### src/rtl/cre_pkg.sv
`timescale 1ns/1ps
// Package: shared types and the per-command length table of the
// command/response engine. Assumes one byte per handshake slot.
package cre_pkg;

    localparam int BYTE_W = 8;
    localparam int LEN_W  = 8;

    typedef enum logic [1:0] {
        ST_IDLE = 2'd0,
        ST_ARGS = 2'd1,
        ST_DISP = 2'd2,
        ST_RESP = 2'd3
    } cre_state_e;

    // A transfer length: either a fixed count or "carried in band".
    typedef struct packed {
        logic             is_var;
        logic [LEN_W-1:0] n;
    } cre_len_t;

    typedef struct packed {
        cre_len_t args;
        cre_len_t rsp;
    } cre_lens_t;

    function automatic cre_len_t fixed_len(input int unsigned n);
        cre_len_t r;
        r.is_var = 1'b0;
        r.n      = LEN_W'(n);
        return r;
    endfunction

    function automatic cre_len_t var_len();
        cre_len_t r;
        r.is_var = 1'b1;
        r.n      = '0;
        return r;
    endfunction

    // Lengths per command code; unlisted codes take no arguments and a
    // variable-length reply.
    function automatic cre_lens_t lookup_lens(input logic [BYTE_W-1:0] code);
        cre_lens_t r;
        unique case (code)
            8'h10:   begin r.args = fixed_len(1); r.rsp = fixed_len(0); end
            8'h20:   begin r.args = var_len();    r.rsp = var_len();    end
            8'h30:   begin r.args = fixed_len(4); r.rsp = fixed_len(0); end
            8'h38:   begin r.args = fixed_len(0); r.rsp = fixed_len(4); end
            8'h55:   begin r.args = fixed_len(2); r.rsp = fixed_len(3); end
            8'h78:   begin r.args = fixed_len(0); r.rsp = var_len();    end
            8'hE0:   begin r.args = fixed_len(0); r.rsp = fixed_len(1); end
            default: begin r.args = fixed_len(0); r.rsp = var_len();    end
        endcase
        return r;
    endfunction

endpackage

### src/rtl/cre_hs_decode.sv
`timescale 1ns/1ps
// Handshake decoder: remembers the last evaluated port value and, on a
// change, classifies the request/acknowledge bit pair. Assumes the port
// input is already synchronous to clk. While hold is high no change is
// consumed, so an event arriving then is evaluated once hold drops.
module cre_hs_decode #(
    parameter int PORT_W  = 8,
    parameter int REQ_BIT = 4,
    parameter int ACK_BIT = 3
) (
    input  logic              clk,
    input  logic              rst_n,
    input  logic [PORT_W-1:0] port,
    input  logic              hold,
    output logic              ev_valid,
    output logic              ev_release
);
    localparam logic [PORT_W-1:0] RST_PORT =
        (PORT_W'(1) << REQ_BIT) | (PORT_W'(1) << ACK_BIT);

    logic [PORT_W-1:0] last_q;
    logic              changed;

    // Change detection against the remembered value.
    always_comb begin
        changed    = (port != last_q) && !hold;
        ev_valid   = changed && !port[REQ_BIT] &&  port[ACK_BIT];
        ev_release = changed &&  port[REQ_BIT] && !port[ACK_BIT];
    end

    // Remember the value that was evaluated.
    always_ff @(posedge clk) begin
        if (!rst_n)       last_q <= RST_PORT;
        else if (!hold)   last_q <= port;
    end
endmodule

### src/rtl/cre_arg_store.sv
`timescale 1ns/1ps
// Argument store: DEPTH byte slots written by index. Writes whose index
// is at or beyond DEPTH hit no slot and are dropped. clr zeroes all slots.
module cre_arg_store #(
    parameter int DEPTH = 4,
    parameter int IDX_W = 8
) (
    input  logic               clk,
    input  logic               rst_n,
    input  logic               clr,
    input  logic               wr,
    input  logic [IDX_W-1:0]   idx,
    input  logic [7:0]         wr_data,
    output logic [DEPTH*8-1:0] flat
);
    for (genvar i = 0; i < DEPTH; i++) begin : g_slot
        logic [7:0] slot_q;
        // One slot: cleared at transaction start, written on index match.
        always_ff @(posedge clk) begin
            if (!rst_n || clr)                       slot_q <= '0;
            else if (wr && idx == IDX_W'(i))         slot_q <= wr_data;
        end
        assign flat[i*8 +: 8] = slot_q;
    end
endmodule

### src/rtl/cre_rsp_store.sv
`timescale 1ns/1ps
// Response store: captures a handler reply of up to DEPTH bytes with its
// length and returns the byte at a read index, or zero where the index is
// at or past the captured length.
module cre_rsp_store #(
    parameter int DEPTH = 4,
    parameter int IDX_W = 8
) (
    input  logic               clk,
    input  logic               rst_n,
    input  logic               load,
    input  logic [IDX_W-1:0]   load_len,
    input  logic [DEPTH*8-1:0] load_data,
    input  logic [IDX_W-1:0]   rd_idx,
    output logic [7:0]         rd_data
);
    logic [7:0]       slot_q [DEPTH];
    logic [IDX_W-1:0] len_q;

    // Reply length register.
    always_ff @(posedge clk) begin
        if (!rst_n)     len_q <= '0;
        else if (load)  len_q <= load_len;
    end

    for (genvar i = 0; i < DEPTH; i++) begin : g_slot
        // One reply byte captured at load.
        always_ff @(posedge clk) begin
            if (!rst_n)     slot_q[i] <= '0;
            else if (load)  slot_q[i] <= load_data[i*8 +: 8];
        end
    end

    // Indexed read with zero fill beyond the reply.
    always_comb begin
        rd_data = '0;
        for (int i = 0; i < DEPTH; i++) begin
            if (rd_idx == IDX_W'(i) && IDX_W'(i) < len_q) rd_data = slot_q[i];
        end
    end
endmodule

### src/rtl/hs_cmd_engine.sv
`timescale 1ns/1ps
// Command/response engine top. Takes a command byte and its arguments
// under a request/acknowledge handshake, presents the command to a handler
// for one cycle, captures the reply in that cycle and streams it back.
// Assumes the handler answers combinationally while dispatch is high.
module hs_cmd_engine
    import cre_pkg::*;
#(
    parameter int ARG_DEPTH = 4,
    parameter int RSP_DEPTH = 4
) (
    input  logic                   clk,
    input  logic                   rst_n,
    input  logic [7:0]             host_port,
    input  logic                   host_writes,
    input  logic [7:0]             host_byte,
    output logic                   ack_n,
    output logic [7:0]             out_byte,
    output logic                   dispatch,
    output logic [7:0]             disp_code,
    output logic [7:0]             disp_arg_cnt,
    output logic [ARG_DEPTH*8-1:0] disp_args,
    input  logic                   hnd_known,
    input  logic [7:0]             hnd_rsp_len,
    input  logic [RSP_DEPTH*8-1:0] hnd_rsp_data
);
    localparam logic [LEN_W-1:0] RSP_CAP = LEN_W'(RSP_DEPTH);

    cre_state_e       st;
    logic             ev_valid, ev_release;
    logic [7:0]       cmd_q;
    cre_len_t         rsp_len_q;
    logic [LEN_W-1:0] arg_target_q, arg_cnt_q;
    logic             arg_need_cnt_q;
    logic [LEN_W-1:0] rsp_pos_q, rsp_size_q;
    logic             len_due_q;
    cre_lens_t        tbl;
    logic             arg_clr, arg_wr, rsp_load;
    logic [LEN_W-1:0] arg_cnt_nx, rsp_pos_nx;
    logic [LEN_W-1:0] hnd_len_clamped, rsp_load_len;
    logic [7:0]       rsp_rd;

    cre_hs_decode #(.PORT_W(8), .REQ_BIT(4), .ACK_BIT(3)) u_hs (
        .clk(clk), .rst_n(rst_n), .port(host_port), .hold(st == ST_DISP),
        .ev_valid(ev_valid), .ev_release(ev_release)
    );

    // Per-command lengths for the byte currently offered.
    always_comb tbl = lookup_lens(host_byte);

    // Strobes and next counts shared by the FSM and the stores.
    always_comb begin
        arg_clr         = ev_valid && st == ST_IDLE && host_writes;
        arg_wr          = ev_valid && st == ST_ARGS && host_writes && !arg_need_cnt_q;
        rsp_load        = st == ST_DISP;
        arg_cnt_nx      = arg_cnt_q + LEN_W'(1);
        rsp_pos_nx      = rsp_pos_q + LEN_W'(1);
        hnd_len_clamped = (hnd_rsp_len > RSP_CAP) ? RSP_CAP : hnd_rsp_len;
        rsp_load_len    = hnd_known ? hnd_len_clamped : '0;
    end

    cre_arg_store #(.DEPTH(ARG_DEPTH), .IDX_W(LEN_W)) u_args (
        .clk(clk), .rst_n(rst_n), .clr(arg_clr), .wr(arg_wr),
        .idx(arg_cnt_q), .wr_data(host_byte), .flat(disp_args)
    );

    cre_rsp_store #(.DEPTH(RSP_DEPTH), .IDX_W(LEN_W)) u_rsp (
        .clk(clk), .rst_n(rst_n), .load(rsp_load), .load_len(rsp_load_len),
        .load_data(hnd_known ? hnd_rsp_data : '0),
        .rd_idx(rsp_pos_q), .rd_data(rsp_rd)
    );

    // Acknowledge: low after a request, high after a release.
    always_ff @(posedge clk) begin
        if (!rst_n)          ack_n <= 1'b1;
        else if (ev_valid)   ack_n <= 1'b0;
        else if (ev_release) ack_n <= 1'b1;
    end

    // Transaction sequencer: command, arguments, dispatch, response.
    always_ff @(posedge clk) begin
        if (!rst_n) begin
            st             <= ST_IDLE;
            cmd_q          <= '0;
            rsp_len_q      <= '0;
            arg_target_q   <= '0;
            arg_cnt_q      <= '0;
            arg_need_cnt_q <= 1'b0;
            rsp_pos_q      <= '0;
            rsp_size_q     <= '0;
            len_due_q      <= 1'b0;
            out_byte       <= '0;
        end else begin
            unique case (st)
                ST_IDLE: if (ev_valid && host_writes) begin
                    cmd_q          <= host_byte;
                    rsp_len_q      <= tbl.rsp;
                    arg_target_q   <= tbl.args.n;
                    arg_need_cnt_q <= tbl.args.is_var;
                    arg_cnt_q      <= '0;
                    st <= (!tbl.args.is_var && tbl.args.n == '0) ? ST_DISP : ST_ARGS;
                end
                ST_ARGS: if (ev_valid) begin
                    if (!host_writes) begin
                        st <= ST_IDLE;
                    end else if (arg_need_cnt_q) begin
                        arg_target_q   <= host_byte;
                        arg_need_cnt_q <= 1'b0;
                        if (host_byte == '0) st <= ST_DISP;
                    end else begin
                        arg_cnt_q <= arg_cnt_nx;
                        if (arg_cnt_nx == arg_target_q) st <= ST_DISP;
                    end
                end
                ST_DISP: begin
                    rsp_pos_q  <= '0;
                    len_due_q  <= rsp_len_q.is_var;
                    rsp_size_q <= rsp_len_q.is_var ? rsp_load_len : rsp_len_q.n;
                    st <= (!rsp_len_q.is_var && rsp_len_q.n == '0) ? ST_IDLE : ST_RESP;
                end
                ST_RESP: if (ev_valid) begin
                    if (host_writes) begin
                        st <= ST_IDLE;
                    end else if (len_due_q) begin
                        out_byte  <= rsp_size_q;
                        len_due_q <= 1'b0;
                        if (rsp_size_q == '0) st <= ST_IDLE;
                    end else begin
                        out_byte  <= rsp_rd;
                        rsp_pos_q <= rsp_pos_nx;
                        if (rsp_pos_nx >= rsp_size_q) st <= ST_IDLE;
                    end
                end
                default: st <= ST_IDLE;
            endcase
        end
    end

    assign dispatch     = st == ST_DISP;
    assign disp_code    = cmd_q;
    assign disp_arg_cnt = arg_cnt_q;
endmodule

### config.mk
export PLATFORM = sky130hd
export DESIGN_NAME = hs_cmd_engine
export DESIGN_NICKNAME = d
export VERILOG_FILES = /design/src/rtl/cre_pkg.sv /design/src/rtl/cre_hs_decode.sv /design/src/rtl/cre_arg_store.sv /design/src/rtl/cre_rsp_store.sv /design/src/rtl/hs_cmd_engine.sv
export SDC_FILE = /design/constraint.sdc
export NUM_CORES = 1
export LEC_CHECK = 0
export ABC_AREA = 1
export ABC_CLOCK_PERIOD_IN_PS = 3120
export BUFFER_PORTS_ARGS = -buffer_cell sky130_fd_sc_hd__clkbuf_2
export CORE_UTILIZATION = 23
export CTS_CLUSTER_SIZE = 20
export DETAILED_ROUTE_END_ITERATION = 12
export PLACE_DENSITY = 0.43
export SLEW_MARGIN = 20
export SYNTH_ARGS = -nofsm -noshare
export SYNTH_HDL_FRONTEND = slang
export SYNTH_SLANG_ARGS = --single-unit
### constraint.sdc
create_clock -name clk -period 3.12 [get_ports clk]
set_input_delay 0.312 -clock clk [delete_from_list [all_inputs] [get_ports clk]]
set_output_delay 0.312 -clock clk [all_outputs]
set_load 0.02 [all_outputs]
==> qor.yml <==
run_status:
  status: "complete, no violations"
synth:
  yosys.cell_types.count: 45
  avgSynthCellArea_um2: 7.651
  synthesis.area_um2: 6679
  ys_warn_count: 0
  synth_top_area_share_pct: 31.47
  synth.area.top_cells: "dfxtp_1 31%, edfxtp_1 14%, inv_1 8.5%"
  synth-edff-count: 32
  yosysTopAreaCell: "dfxtp_1"
  synthArstFlopShare_pct: 0
  synth_flop_cell: "dfxtp_1"
  netlist_instances: 873
  ys_ff_latch: 137
  synth-seq-area-share_pct: 45.86
  synth_nets: 949
critical_path:
  start_kind: "flip-flop"
  r2r_cells: 15
  cp.required_ns: 3.47
  cp.buffers_inverters: 1
  regToRegSetupSlack_ns: 0.55
  r2r_end: "st[1]"
  cp_slowest_cell: "dfxtp_1"
  worstPathArrival_ns: 2.92
  crit_chain: "inv_1 > nor3_1 > nand3_1 > nor2_1 > nand2_1 > xor2_1 > ha_1 > nand2_1 > nor2_1 > nand4_1 > nand4_1 > nand3_1 > nor2_1 > nand3_1 > a21oi_1"
  cp_top_family: "simple AND/OR/NAND/NOR gates"
  rr_startpoint: "rsp_pos_q[0]"
  slowest_delay_ns: 0.42
  crit_path_end_kind: "flip-flop"
  crit_path_max_fanout: 5
  crit_type: "reg2reg"
clock_tree:
  root_buffer: "clkbuf_16"
  cts_resized: 0
  clockBufferDepth: 2
  ctsHtreeMaxLevel: 4
  cts_sinks: 137
  hold_buffers: 0
  post-cts-setup-buffers: 0
  cts_inserted_buffers: 17
  cts.reportedPaths.clkPinSlew_ns: 0.06
  clk_latency_ns: 0.43
  cts_tree: "built"
sta:
  hold_viol_final: 0
  drv_slew: 0
  period_share_pct: 82.26
  rsz0062_at_grt: "no"
  period_needed_ns: 2.567
  fin_skew_ns: 0.01583
  worst_slack_ns: 0.5534
  tightest_slew_ns: 0.7064
  max_freq_mhz: 389.6
  slew_headroom_pct: 52.79
  tns_ns: 0
  setup_violations: 0
cells_and_area:
  area_growth_pct: 23.89
  nets: 1063
  final_common_cell: "inv_1"
  antennaDiodeCount: 0
  multi_input_area_um2: 2867
  fillers: 3143
  final_cell_mix: "152 x inv_1, 124 x nand2_1, 117 x clkbuf_2"
  regArea_um2: 3063
  final_layout_size_suffix_gt1_share_pct: 19.80
die:
  core_um2: 28630
  die-area_um2: 29720
  ios: 118
  rows: 62
  die_width_um: 172.4
  initial_core_util_pct: 23.33
  chipHeight_um: 172.4
detailed_routing:
  vias_per_cell: 4.137
  drtPass1Iterations: 4
  num_vias: 5725
  totalWireLength_um: 18130
  drc_errors: 0
  wl_per_cell_um: 13.10
  ant_nets: 0
  drt_iter0_drc: 273
global_route:
  grt_pass1_wl_um: 29220
  grt_max_degree: 51
  track_usage_pct: 12.87
  grt_pass1_vias: 5360
  antenna_found_initial: 0
  overflow: 0
power_and_ir_drop:
  p_seq_share_pct: 40.4
  p_leak_nw: 3.560
  p_per_area_nw_per_um2: 645.4
  pwr-share-clk_pct: 40.3
  vdd_drop_max_uv: 337.5
  switching_share_pct: 30.41
  switchingPower_w: 0.001624
  p_comb_share_pct: 19.3
  p_int_w: 0.003716
min_path:
  hp-start: "host_port[2]"
  hp-class: "in2reg"
  min_to: "u_hs.last_q[2]"
  whs_path_depth: 2
run:
  maxCapViolations: 0
placement:
  pre_cts_slack_ns: 0.5789
  io_buffer_count: 117
  gp_congestion: 0.7902
  dpl.hpwl_um: 13250
==> worst reg2reg max path: stages, from the launching register on <==
cell and delay, ns:
dfxtp_1 0.42, inv_1 0.13, nor3_1 0.32, nand3_1 0.14, nor2_1 0.15, nand2_1 0.08
xor2_1 0.16, ha_1 0.30, nand2_1 0.07, nor2_1 0.14, nand4_1 0.09, nand4_1 0.10
nand3_1 0.09, nor2_1 0.13, nand3_1 0.08, a21oi_1 0.12
==> state kept, by name, indices dropped and copies added (netlist names) <==
register,cells
ack_n,1
arg_need_cnt_q,1
arg_target_q,8
disp_arg_cnt,8
disp_code,8
len_due_q,1
out_byte,8
rsp_len_q,4
rsp_pos_q,8
rsp_size_q,8
st,2
u_args.g_slot.slot_q,32
u_hs.last_q,8
u_rsp.len_q,8
u_rsp.slot_q,32
==> synth_stat cells, types with 2 or more instances <==
| cell | count |
|---|---|
| dfxtp_1 | 105 |
| o21ai_2 | 2 |
| o22ai_1 | 5 |
| a22o_1 | 3 |
| inv_1 | 152 |
| nor2_1 | 97 |
| a21oi_1 | 88 |
| ha_1 | 16 |
| nand4_4 | 3 |
| xnor2_1 | 7 |
| a211oi_1 | 7 |
| xor2_1 | 3 |
| nor2_2 | 7 |
| nand2_2 | 6 |
| clkbuf_1 | 10 |
| nor2_4 | 3 |
| o211ai_1 | 2 |
| inv_2 | 10 |
| nand3_1 | 42 |
| o21ai_0 | 70 |
| buf_1 | 2 |
| o21ai_1 | 12 |
| buf_2 | 12 |
| nand4_1 | 14 |
| nor4_1 | 3 |
| a21oi_2 | 4 |
| buf_6 | 2 |
| or2_2 | 2 |
| edfxtp_1 | 32 |
| nand2_4 | 2 |
| nor3_1 | 10 |
| a31oi_1 | 4 |
| nand2_1 | 124 |
==> metal layers <==
layer  GRT usage (%)  vias up  routed length (um)
met5               0        -                   0
met4           4.155        0                 237
met3           2.953       14                 857
met2           20.74      131                8130
met1           16.89     2521                8907
li1                -     3059                   -
==> cell type report <==
cell class | count | share of cell area, %
Clock buffer | 17 | 5.141
Clock inverter | 15 | 2.404
Inverter | 164 | 7.455
Multi-Input combinational cell | 545 | 34.64
Sequential cell | 137 | 37.02
Tap cell | 384 | 5.807
Timing Repair Buffer | 122 | 7.531
==> per-stage QoR <==
stage | area (um^2) | total power (W) | hold WS, ns | std cells | util (%)
2_1_floorplan | 6679 | 0.002911 | 0.4153 | 873 | -
4_1_cts | 8274 | 0.005417 | 0.1301 | 1384 | 28.91
3_3_place_gp | 7650 | 0.003236 | 0.4275 | 1352 | 26.72
5_1_grt | 8274 | 0.005652 | 0.1476 | 1384 | 28.91
6_report | 8274 | 0.005340 | 0.1482 | 1384 | 28.91
3_5_place_dp | 7650 | 0.003232 | 0.4323 | 1352 | 26.72
==> how the worst max path moves through the flow <==
stage / from / to / slack [ns] / cells after the start
6_report: rsp_pos_q[0] / st[1] / 0.55 / 15
5_1_grt: rsp_pos_q[0] / st[1] / 0.18 / 15
3_5_place_dp: rsp_pos_q[0] / st[1] / 0.58 / 15
3_3_place_gp: rsp_pos_q[0] / st[1] / 0.64 / 15
4_1_cts: rsp_pos_q[0] / st[1] / 0.56 / 15
2_1_floorplan: st[1] / u_rsp.slot_q[0][0] / 0.70 / 5
==> power groups by stage <==
| stage | logic (W) | registers (W) | clock network [W] |
|---|---|---|---|
| after floorplan | 0.000717 | 0.00219 | 0 |
| after global placement | 0.00104 | 0.00220 | 0 |
| after detailed placement | 0.00104 | 0.00220 | 0 |
| after CTS | 0.00104 | 0.00216 | 0.00222 |
| after global routing | 0.00118 | 0.00218 | 0.00229 |
| final | 0.00103 | 0.00216 | 0.00215 |
==> cells by family after synthesis <==
family	count (synthesis)	synth area share, %
simple gates	319	22.39
buf+inv	191	11.22
compound gates	200	16.22
fa+ha+maj	16	2.997
flops	137	45.86
xor+xnor	10	1.311
Power figures use the tool's default switching activity.
